$ cat config.mk
export PLATFORM = sky130hd
export DESIGN_NAME = pgb_bridge
export DESIGN_NICKNAME = d
export VERILOG_FILES = /design/src/rtl/pgb_pkg.sv /design/src/rtl/pgb_grant.sv /design/src/rtl/pgb_seq.sv /design/src/rtl/pgb_irq.sv /design/src/rtl/pgb_bridge.sv
export SDC_FILE = /design/constraint.sdc
export NUM_CORES = 1
export LEC_CHECK = 0
export CORE_MARGIN = 8
export CORE_UTILIZATION = 35
export CTS_BUF_LIST = sky130_fd_sc_hd__clkbuf_4
export DETAILED_ROUTE_END_ITERATION = 10
export HOLD_SLACK_MARGIN = 0.15
export REMOVE_ABC_BUFFERS = 1
export SETUP_SLACK_MARGIN = 0.2
export SLEW_MARGIN = 20
export SYNTH_ARGS = -nofsm -noshare
export SYNTH_HDL_FRONTEND = slang
export SYNTH_SLANG_ARGS = --single-unit
export TNS_END_PERCENT = 30
$ cat constraint.sdc
create_clock -name clk -period 3.1 [get_ports clk]
set_clock_uncertainty 0.15 [all_clocks]
set_input_delay 0.775 -clock clk [delete_from_list [all_inputs] [get_ports clk]]
set_output_delay 0.775 -clock clk [all_outputs]
set_load 0.02 [all_outputs]
$ cat src/rtl/pgb_pkg.sv
package pgb_pkg;
   // host register byte offsets
   localparam logic [7:0] OFS_CMD = 8'h2C;
   localparam logic [7:0] OFS_WDH = 8'h30;
   localparam logic [7:0] OFS_WDL = 8'h34;
   localparam logic [7:0] OFS_RDH = 8'h38;
   localparam logic [7:0] OFS_RDL = 8'h3C;
   localparam logic [7:0] OFS_CTL = 8'h40;
   localparam logic [7:0] OFS_IRQ = 8'h44;

   // command word fields
   localparam int CMD_GO       = 0;
   localparam int CMD_WR       = 1;
   localparam int CMD_ABORT    = 2;
   localparam int CMD_REG_LSB  = 16;
   localparam int CMD_PAGE_LSB = 24;

   // control word fields
   localparam int CTL_IEN  = 1;
   localparam int CTL_REQ  = 3;
   localparam int CTL_GNT  = 4;
   localparam int CTL_INIT = 6;

   typedef enum logic [1:0] {
      SQ_IDLE  = 2'd0,
      SQ_ISSUE = 2'd1,
      SQ_WAIT  = 2'd2
   } sq_state_t;
endpackage

$ cat src/rtl/pgb_grant.sv
module pgb_grant (
   input  logic clk,
   input  logic rst_n,
   input  logic req,
   input  logic busy,
   output logic grant
);
   logic grant_q;

   // ownership is handed out only when no access is in flight,
   // and is kept while the request stays up
   always_ff @(posedge clk) begin
      if (!rst_n) grant_q <= 1'b0;
      else        grant_q <= req && (grant_q || !busy);
   end

   assign grant = grant_q;
endmodule

$ cat src/rtl/pgb_seq.sv
module pgb_seq
   import pgb_pkg::*;
#(
   parameter int PAGE_W = 8,
   parameter int REG_W  = 8,
   parameter int DATA_W = 64
) (
   input  logic              clk,
   input  logic              rst_n,
   input  logic              start,
   input  logic              abort,
   input  logic              grant,
   input  logic [PAGE_W-1:0] cmd_page,
   input  logic [REG_W-1:0]  cmd_reg,
   input  logic              cmd_wr,
   input  logic [DATA_W-1:0] wr_data,
   output logic              busy,
   output logic              dn_valid,
   input  logic              dn_ready,
   output logic [PAGE_W-1:0] dn_page,
   output logic [REG_W-1:0]  dn_reg,
   output logic              dn_write,
   output logic [DATA_W-1:0] dn_wdata,
   input  logic              dn_done,
   input  logic [DATA_W-1:0] dn_rdata,
   output logic [DATA_W-1:0] rd_data
);
   sq_state_t         state_q;
   logic [PAGE_W-1:0] page_q;
   logic [REG_W-1:0]  reg_q;
   logic              wr_q;
   logic [DATA_W-1:0] wd_q;
   logic [DATA_W-1:0] rd_q;

   always_ff @(posedge clk) begin
      if (!rst_n) begin
         state_q <= SQ_IDLE;
         page_q  <= '0;
         reg_q   <= '0;
         wr_q    <= 1'b0;
         wd_q    <= '0;
         rd_q    <= '0;
      end else if (abort) begin
         state_q <= SQ_IDLE;
      end else begin
         case (state_q)
            SQ_IDLE: begin
               if (start && grant) begin
                  state_q <= SQ_ISSUE;
                  page_q  <= cmd_page;
                  reg_q   <= cmd_reg;
                  wr_q    <= cmd_wr;
                  wd_q    <= wr_data;
               end
            end
            SQ_ISSUE: begin
               if (dn_ready) state_q <= SQ_WAIT;
            end
            SQ_WAIT: begin
               if (dn_done) begin
                  state_q <= SQ_IDLE;
                  if (!wr_q) rd_q <= dn_rdata;
               end
            end
            default: state_q <= SQ_IDLE;
         endcase
      end
   end

   assign busy     = (state_q != SQ_IDLE);
   assign dn_valid = (state_q == SQ_ISSUE);
   assign dn_page  = page_q;
   assign dn_reg   = reg_q;
   assign dn_write = wr_q;
   assign dn_wdata = wd_q;
   assign rd_data  = rd_q;
endmodule

$ cat src/rtl/pgb_irq.sv
module pgb_irq #(
   parameter int NSRC    = 13,
   parameter bit IRQ_REG = 1'b0
) (
   input  logic            clk,
   input  logic            rst_n,
   input  logic [NSRC-1:0] evt,
   input  logic            clr_we,
   input  logic [NSRC-1:0] clr_mask,
   input  logic            en,
   output logic [NSRC-1:0] pending,
   output logic            irq
);
   logic [NSRC-1:0] pend_q;
   logic [NSRC-1:0] clr_eff;
   logic            irq_raw;

   assign clr_eff = clr_we ? clr_mask : '0;

   // a fresh event is ORed in after the clear, so it wins a collision
   always_ff @(posedge clk) begin
      if (!rst_n) pend_q <= '0;
      else        pend_q <= (pend_q & ~clr_eff) | evt;
   end

   assign irq_raw = en && (|pend_q);
   assign pending = pend_q;

   generate
      if (IRQ_REG) begin : g_irq_flop
         logic irq_q;
         always_ff @(posedge clk) begin
            if (!rst_n) irq_q <= 1'b0;
            else        irq_q <= irq_raw;
         end
         assign irq = irq_q;
      end else begin : g_irq_comb
         assign irq = irq_raw;
      end
   endgenerate
endmodule

$ cat src/rtl/pgb_bridge.sv
module pgb_bridge
   import pgb_pkg::*;
#(
   parameter int ADDR_W  = 8,
   parameter int BUS_W   = 32,
   parameter int PAGE_W  = 8,
   parameter int REG_W   = 8,
   parameter int NSRC    = 13,
   parameter bit IRQ_REG = 1'b0
) (
   input  logic                 clk,
   input  logic                 rst_n,
   input  logic                 bus_wen,
   input  logic [ADDR_W-1:0]    bus_waddr,
   input  logic [BUS_W-1:0]     bus_wdata,
   input  logic [ADDR_W-1:0]    bus_raddr,
   output logic [BUS_W-1:0]     bus_rdata,
   output logic                 dn_valid,
   input  logic                 dn_ready,
   output logic [PAGE_W-1:0]    dn_page,
   output logic [REG_W-1:0]     dn_reg,
   output logic                 dn_write,
   output logic [2*BUS_W-1:0]   dn_wdata,
   input  logic                 dn_done,
   input  logic [2*BUS_W-1:0]   dn_rdata,
   input  logic [NSRC-1:0]      evt_in,
   output logic                 irq_out
);
   localparam int DATA_W = 2 * BUS_W;
   localparam logic [ADDR_W-1:0] A_CMD = ADDR_W'(OFS_CMD);
   localparam logic [ADDR_W-1:0] A_WDH = ADDR_W'(OFS_WDH);
   localparam logic [ADDR_W-1:0] A_WDL = ADDR_W'(OFS_WDL);
   localparam logic [ADDR_W-1:0] A_RDH = ADDR_W'(OFS_RDH);
   localparam logic [ADDR_W-1:0] A_RDL = ADDR_W'(OFS_RDL);
   localparam logic [ADDR_W-1:0] A_CTL = ADDR_W'(OFS_CTL);
   localparam logic [ADDR_W-1:0] A_IRQ = ADDR_W'(OFS_IRQ);

   generate
      if (ADDR_W < 7) begin : g_bad_addr
         $error("pgb_bridge: ADDR_W must cover offset 0x44");
      end
      if (BUS_W < 32) begin : g_bad_bus
         $error("pgb_bridge: BUS_W must be at least 32");
      end
      if (PAGE_W < 1 || PAGE_W > 8 || REG_W < 1 || REG_W > 8) begin : g_bad_fld
         $error("pgb_bridge: page and register fields are 1 to 8 bits");
      end
      if (NSRC < 1 || NSRC > BUS_W) begin : g_bad_src
         $error("pgb_bridge: NSRC must fit in one host word");
      end
   endgenerate

   // write decode
   logic wr_cmd, wr_wdh, wr_wdl, wr_ctl, wr_irq;
   assign wr_cmd = bus_wen && (bus_waddr == A_CMD);
   assign wr_wdh = bus_wen && (bus_waddr == A_WDH);
   assign wr_wdl = bus_wen && (bus_waddr == A_WDL);
   assign wr_ctl = bus_wen && (bus_waddr == A_CTL);
   assign wr_irq = bus_wen && (bus_waddr == A_IRQ);

   logic start, abort;
   assign abort = wr_cmd && bus_wdata[CMD_ABORT];
   assign start = wr_cmd && bus_wdata[CMD_GO] && !bus_wdata[CMD_ABORT];

   // host-owned state
   logic             host_req, ien_q, init_q;
   logic [BUS_W-1:0] wdh_q, wdl_q;

   always_ff @(posedge clk) begin
      if (!rst_n) begin
         host_req <= 1'b0;
         ien_q    <= 1'b0;
         init_q   <= 1'b0;
         wdh_q    <= '0;
         wdl_q    <= '0;
      end else begin
         if (wr_ctl) begin
            host_req <= bus_wdata[CTL_REQ];
            ien_q    <= bus_wdata[CTL_IEN];
            init_q   <= bus_wdata[CTL_INIT];
         end
         if (wr_wdh) wdh_q <= bus_wdata;
         if (wr_wdl) wdl_q <= bus_wdata;
      end
   end

   logic              busy, grant;
   logic [DATA_W-1:0] rd_data;
   logic [NSRC-1:0]   pending;

   pgb_grant u_grant (
      .clk   (clk),
      .rst_n (rst_n),
      .req   (host_req),
      .busy  (busy),
      .grant (grant)
   );

   pgb_seq #(
      .PAGE_W (PAGE_W),
      .REG_W  (REG_W),
      .DATA_W (DATA_W)
   ) u_seq (
      .clk      (clk),
      .rst_n    (rst_n),
      .start    (start),
      .abort    (abort),
      .grant    (grant),
      .cmd_page (bus_wdata[CMD_PAGE_LSB +: PAGE_W]),
      .cmd_reg  (bus_wdata[CMD_REG_LSB +: REG_W]),
      .cmd_wr   (bus_wdata[CMD_WR]),
      .wr_data  ({wdh_q, wdl_q}),
      .busy     (busy),
      .dn_valid (dn_valid),
      .dn_ready (dn_ready),
      .dn_page  (dn_page),
      .dn_reg   (dn_reg),
      .dn_write (dn_write),
      .dn_wdata (dn_wdata),
      .dn_done  (dn_done),
      .dn_rdata (dn_rdata),
      .rd_data  (rd_data)
   );

   pgb_irq #(
      .NSRC    (NSRC),
      .IRQ_REG (IRQ_REG)
   ) u_irq (
      .clk      (clk),
      .rst_n    (rst_n),
      .evt      (evt_in),
      .clr_we   (wr_irq),
      .clr_mask (bus_wdata[NSRC-1:0]),
      .en       (ien_q),
      .pending  (pending),
      .irq      (irq_out)
   );

   // readback
   logic [BUS_W-1:0] cmd_rb, ctl_rb;
   always_comb begin
      cmd_rb = '0;
      cmd_rb[CMD_PAGE_LSB +: PAGE_W] = dn_page;
      cmd_rb[CMD_REG_LSB +: REG_W]   = dn_reg;
      cmd_rb[CMD_WR]                 = dn_write;
      cmd_rb[CMD_GO]                 = busy;
      ctl_rb = '0;
      ctl_rb[CTL_IEN]  = ien_q;
      ctl_rb[CTL_REQ]  = host_req;
      ctl_rb[CTL_GNT]  = grant;
      ctl_rb[CTL_INIT] = init_q;
   end

   always_comb begin
      case (bus_raddr)
         A_CMD:   bus_rdata = cmd_rb;
         A_WDH:   bus_rdata = wdh_q;
         A_WDL:   bus_rdata = wdl_q;
         A_RDH:   bus_rdata = rd_data[DATA_W-1:BUS_W];
         A_RDL:   bus_rdata = rd_data[BUS_W-1:0];
         A_CTL:   bus_rdata = ctl_rb;
         A_IRQ:   bus_rdata = BUS_W'(pending);
         default: bus_rdata = '0;
      endcase
   end
endmodule

==> impl_metrics.env <==
export IMPL_slowest_delay_ns=0.54
export IMPL_setup_ws_ns=-0.194
export IMPL_ys_seq_area_share_pct=45.4
export IMPL_num_vias=9558
export IMPL_status="finished with violations"
export IMPL_swShare_pct=23.5
export IMPL_yosysTopAreaCell="dfxtp_1"
export IMPL_hold_viol_final=0
export IMPL_pwr_share_comb_pct=7.3
export IMPL_relSlewSlack_pct=62.6
export IMPL_routabilityCongestion=0.840
export IMPL_netSwitchingPower_w=0.00147
export IMPL_drt_iter0_drc=457
export IMPL_regArea_um2=4570
export IMPL_synth_compound_area_share_pct=23.3
export IMPL_rsz0062_at_grt="yes"
export IMPL_cts_buffer_depth=3
export IMPL_drc=0
export IMPL_cp_slowest_cell="or4b_4"
export IMPL_drtAntennaViolNets=0
export IMPL_cap_violations=0
export IMPL_ys_ff_latch=228
export IMPL_wirelength_um=36100
export IMPL_grt_util_all_layers_pct=20.4
export IMPL_grt_pass1_vias=9625
export IMPL_area_growth_pct=44.5
export IMPL_dieHeight_um=186
export IMPL_grt_max_degree=72
export IMPL_synthCells=1173
export IMPL_violations="negative setup slack"
export IMPL_final_cells=1901
export IMPL_ys_warn_count=0
export IMPL_worstMarginPinSlew_ns=0.561
export IMPL_final_area_um2=14500
export IMPL_p_per_area_nw_per_um2=430
export IMPL_dp_slack_ns=-0.806
export IMPL_io_buffers=244
export IMPL_avgSynthCellArea_um2=8.58
export IMPL_async_flop_share_pct=0
export IMPL_fmax_ghz=0.304
export IMPL_first_pass_iters=5
export IMPL_clk_latency_ns=0.65
export IMPL_n_fill_cell=2756
export IMPL_power_leakage_nw=5.14
export IMPL_yosys_cell_types_count=62
export IMPL_cp_top_family="compound AO/OA/AOI/OAI gates"
export IMPL_dpl_cell_area_um2=13200
export IMPL_path_buf_inv=3
export IMPL_h_tree_depth=3
export IMPL_finish_net_count=1604
export IMPL_cts_sink_count=228
export IMPL_critPathKind="in2out"
export IMPL_cts_tree="yes"
export IMPL_fin_crit_ns=3.29
export IMPL_cp_cell_sequence="buf_8 -> or4b_4 -> buf_6 -> o32a_1 -> o211ai_1 -> buf_4"
export IMPL_die_area_um2=34400
export IMPL_synthAdderAreaFrac_pct=0
export IMPL_slew_violations=0
export IMPL_hp_class="reg2reg"
export IMPL_antenna_found_initial=4
export IMPL_cp_start_kind="primary input"
export IMPL_dpl_hpwl_um=24500
export IMPL_critPathCaptureType="output port"
export IMPL_rrSetupSlack_ns=1.27
export IMPL_cts_buffers=67
export IMPL_power_frac_clock_pct=45.4
export IMPL_post_route_period_util_pct=106
export IMPL_overflow=0
export IMPL_seqPwrFrac_pct=47.3
export IMPL_peakVddDrop_v=0.000187
export IMPL_num_rows=62
export IMPL_grt_pass1_wl_um=55100
export IMPL_drive_gt1_share_pct=20.4
export IMPL_arrival_ns=2.37
export IMPL_synthXorXnorAreaFrac_pct=0
export IMPL_setup_viol=11
export IMPL_cts_root_buffer="clkbuf_4"
export IMPL_critPathMaxFanout=6
export IMPL_synth_mux_area_share_pct=3.00
export IMPL_initial_core_util_pct=35.3
export IMPL_synthFlopType="dfxtp_1"
export IMPL_synth_top_area_share_pct=45.4
export IMPL_core_area_um2=28500
export IMPL_die_w_um=186
export IMPL_drt_wirelength_per_cell_um=19.0
export IMPL_p_int_w=0.00478
export IMPL_multi_input_comb_area_um2=5140
export IMPL_ios=245
export IMPL_synth_top_family_by_area="compound AO/OA/AOI/OAI gates"
export IMPL_vias_per_cell=5.03
export IMPL_synth_area_leaders="dfxtp_1 (45%), nand2_1 (14%), a21boi_1 (6.6%)"
export IMPL_clk_pin_slew_ns=0.05
export IMPL_dp_cells=1767
export IMPL_crit_required_ns=2.17
export IMPL_synth_edff_count=0
export IMPL_syn_area_um2=10100
export IMPL_yosys_area_share_simple_pct=22.9
-- power by group through the flow --
stage	clock network, W	registers (W)	logic, W
floorplan	0	0.00301	0.0000897
global placement	0	0.00302	0.000420
detailed placement	0	0.00302	0.000420
CTS	0.00293	0.00296	0.000444
global route	0.00311	0.00296	0.000485
finish	0.00283	0.00296	0.000457
-- cell usage after synthesis, types with 16 or more instances --
cell	instances
mux2i_1	20
nand2_1	367
o21ai_2	16
a21boi_0	70
dfxtp_1	228
nand3_1	50
a21boi_1	88
clkbuf_1	46
o21ai_0	46
buf_2	18
a22oi_1	21
nor2_1	29
nand3_2	16
-- per-stage QoR --
stage	power (W)	hold WS, ns	TNS (ns)	utilization, %
6_report	0.00625	0.300	-0.695	51.1
2_1_floorplan	0.00310	0.278	-113.50	-
3_5_place_dp	0.00344	0.293	-23.10	46.4
4_1_cts	0.00633	0.303	-0.317	50.5
5_1_grt	0.00655	0.317	-1.12	51.1
3_3_place_gp	0.00344	0.290	-22.73	46.4
-- cell families after synthesis --
family          Yosys count
compound gates          314
buf+inv                  96
flops                   228
mux                      27
simple gates            508
-- placed cells by master, fill, tap and decap left out, types with 4 or more instances in the layout --
cell type	n
mux2_2	4
nor2b_1	6
buf_6	49
nand3_1	48
mux2i_1	19
nand2_1	366
o21a_1	13
clkbuf_4	95
o21ai_1	4
diode_2	4
nand3_2	18
a21boi_1	88
a22o_1	12
a21boi_0	70
a22oi_2	12
nor2_1	28
clkinv_1	8
a22oi_1	9
a222oi_1	4
a2bb2oi_1	12
clkdlybuf4s50_1	201
o21ai_2	17
buf_4	42
o21ai_0	45
dfxtp_1	227
buf_12	24
a221o_1	15
o211ai_1	4
-- final cells by class --
| class | instances | area share [%] |
|---|---|---|
| repair buffers | 327 | 24.2 |
| multi-input cells | 849 | 35.4 |
| clock buffers | 95 | 4.91 |
| clock inverters | 13 | 0.731 |
| well taps | 384 | 3.30 |
| diodes | 4 | 0.0688 |
| flip-flops and latches | 228 | 31.4 |
| inverters | 1 | 0.0258 |
-- worst register-to-register path: stages (launching register included) --
cell and delay (ns):
dfxtp_1 0.55, nand4bb_1 0.20, a41oi_4 0.29, buf_12 0.17
buf_12 0.20, nand3_1 0.12, o21ai_0 0.08
-- what timing repair did --
item	CTS	global route
resized for setup	250	17
pin swaps	37	17
cloned	1	1
buffers inserted	15	5
endpoints found under the setup margin	34	33
hold buffers	0	0
-- worst paths after layout --
path,start,endpoint,cells after the start
worst max register to register,u_seq.state_q[1],u_seq.rd_data[31],6
worst min-delay path,u_seq.dn_wdata[52],u_seq.dn_wdata[52],2
worst max-delay path,bus_raddr[4],bus_rdata[1],6
worst min register to register,u_seq.dn_wdata[52],u_seq.dn_wdata[52],2
-- routing by layer --
metal  vias up  part of all wire, %  track usage, %
met5         -                    0               0
met2       278                   49            33.9
met3        58                  5.8            4.59
met1      4524                   43            25.4
li1       4698                    -               -
met4         0                  2.6            8.19
Power figures use the tool's default switching activity.
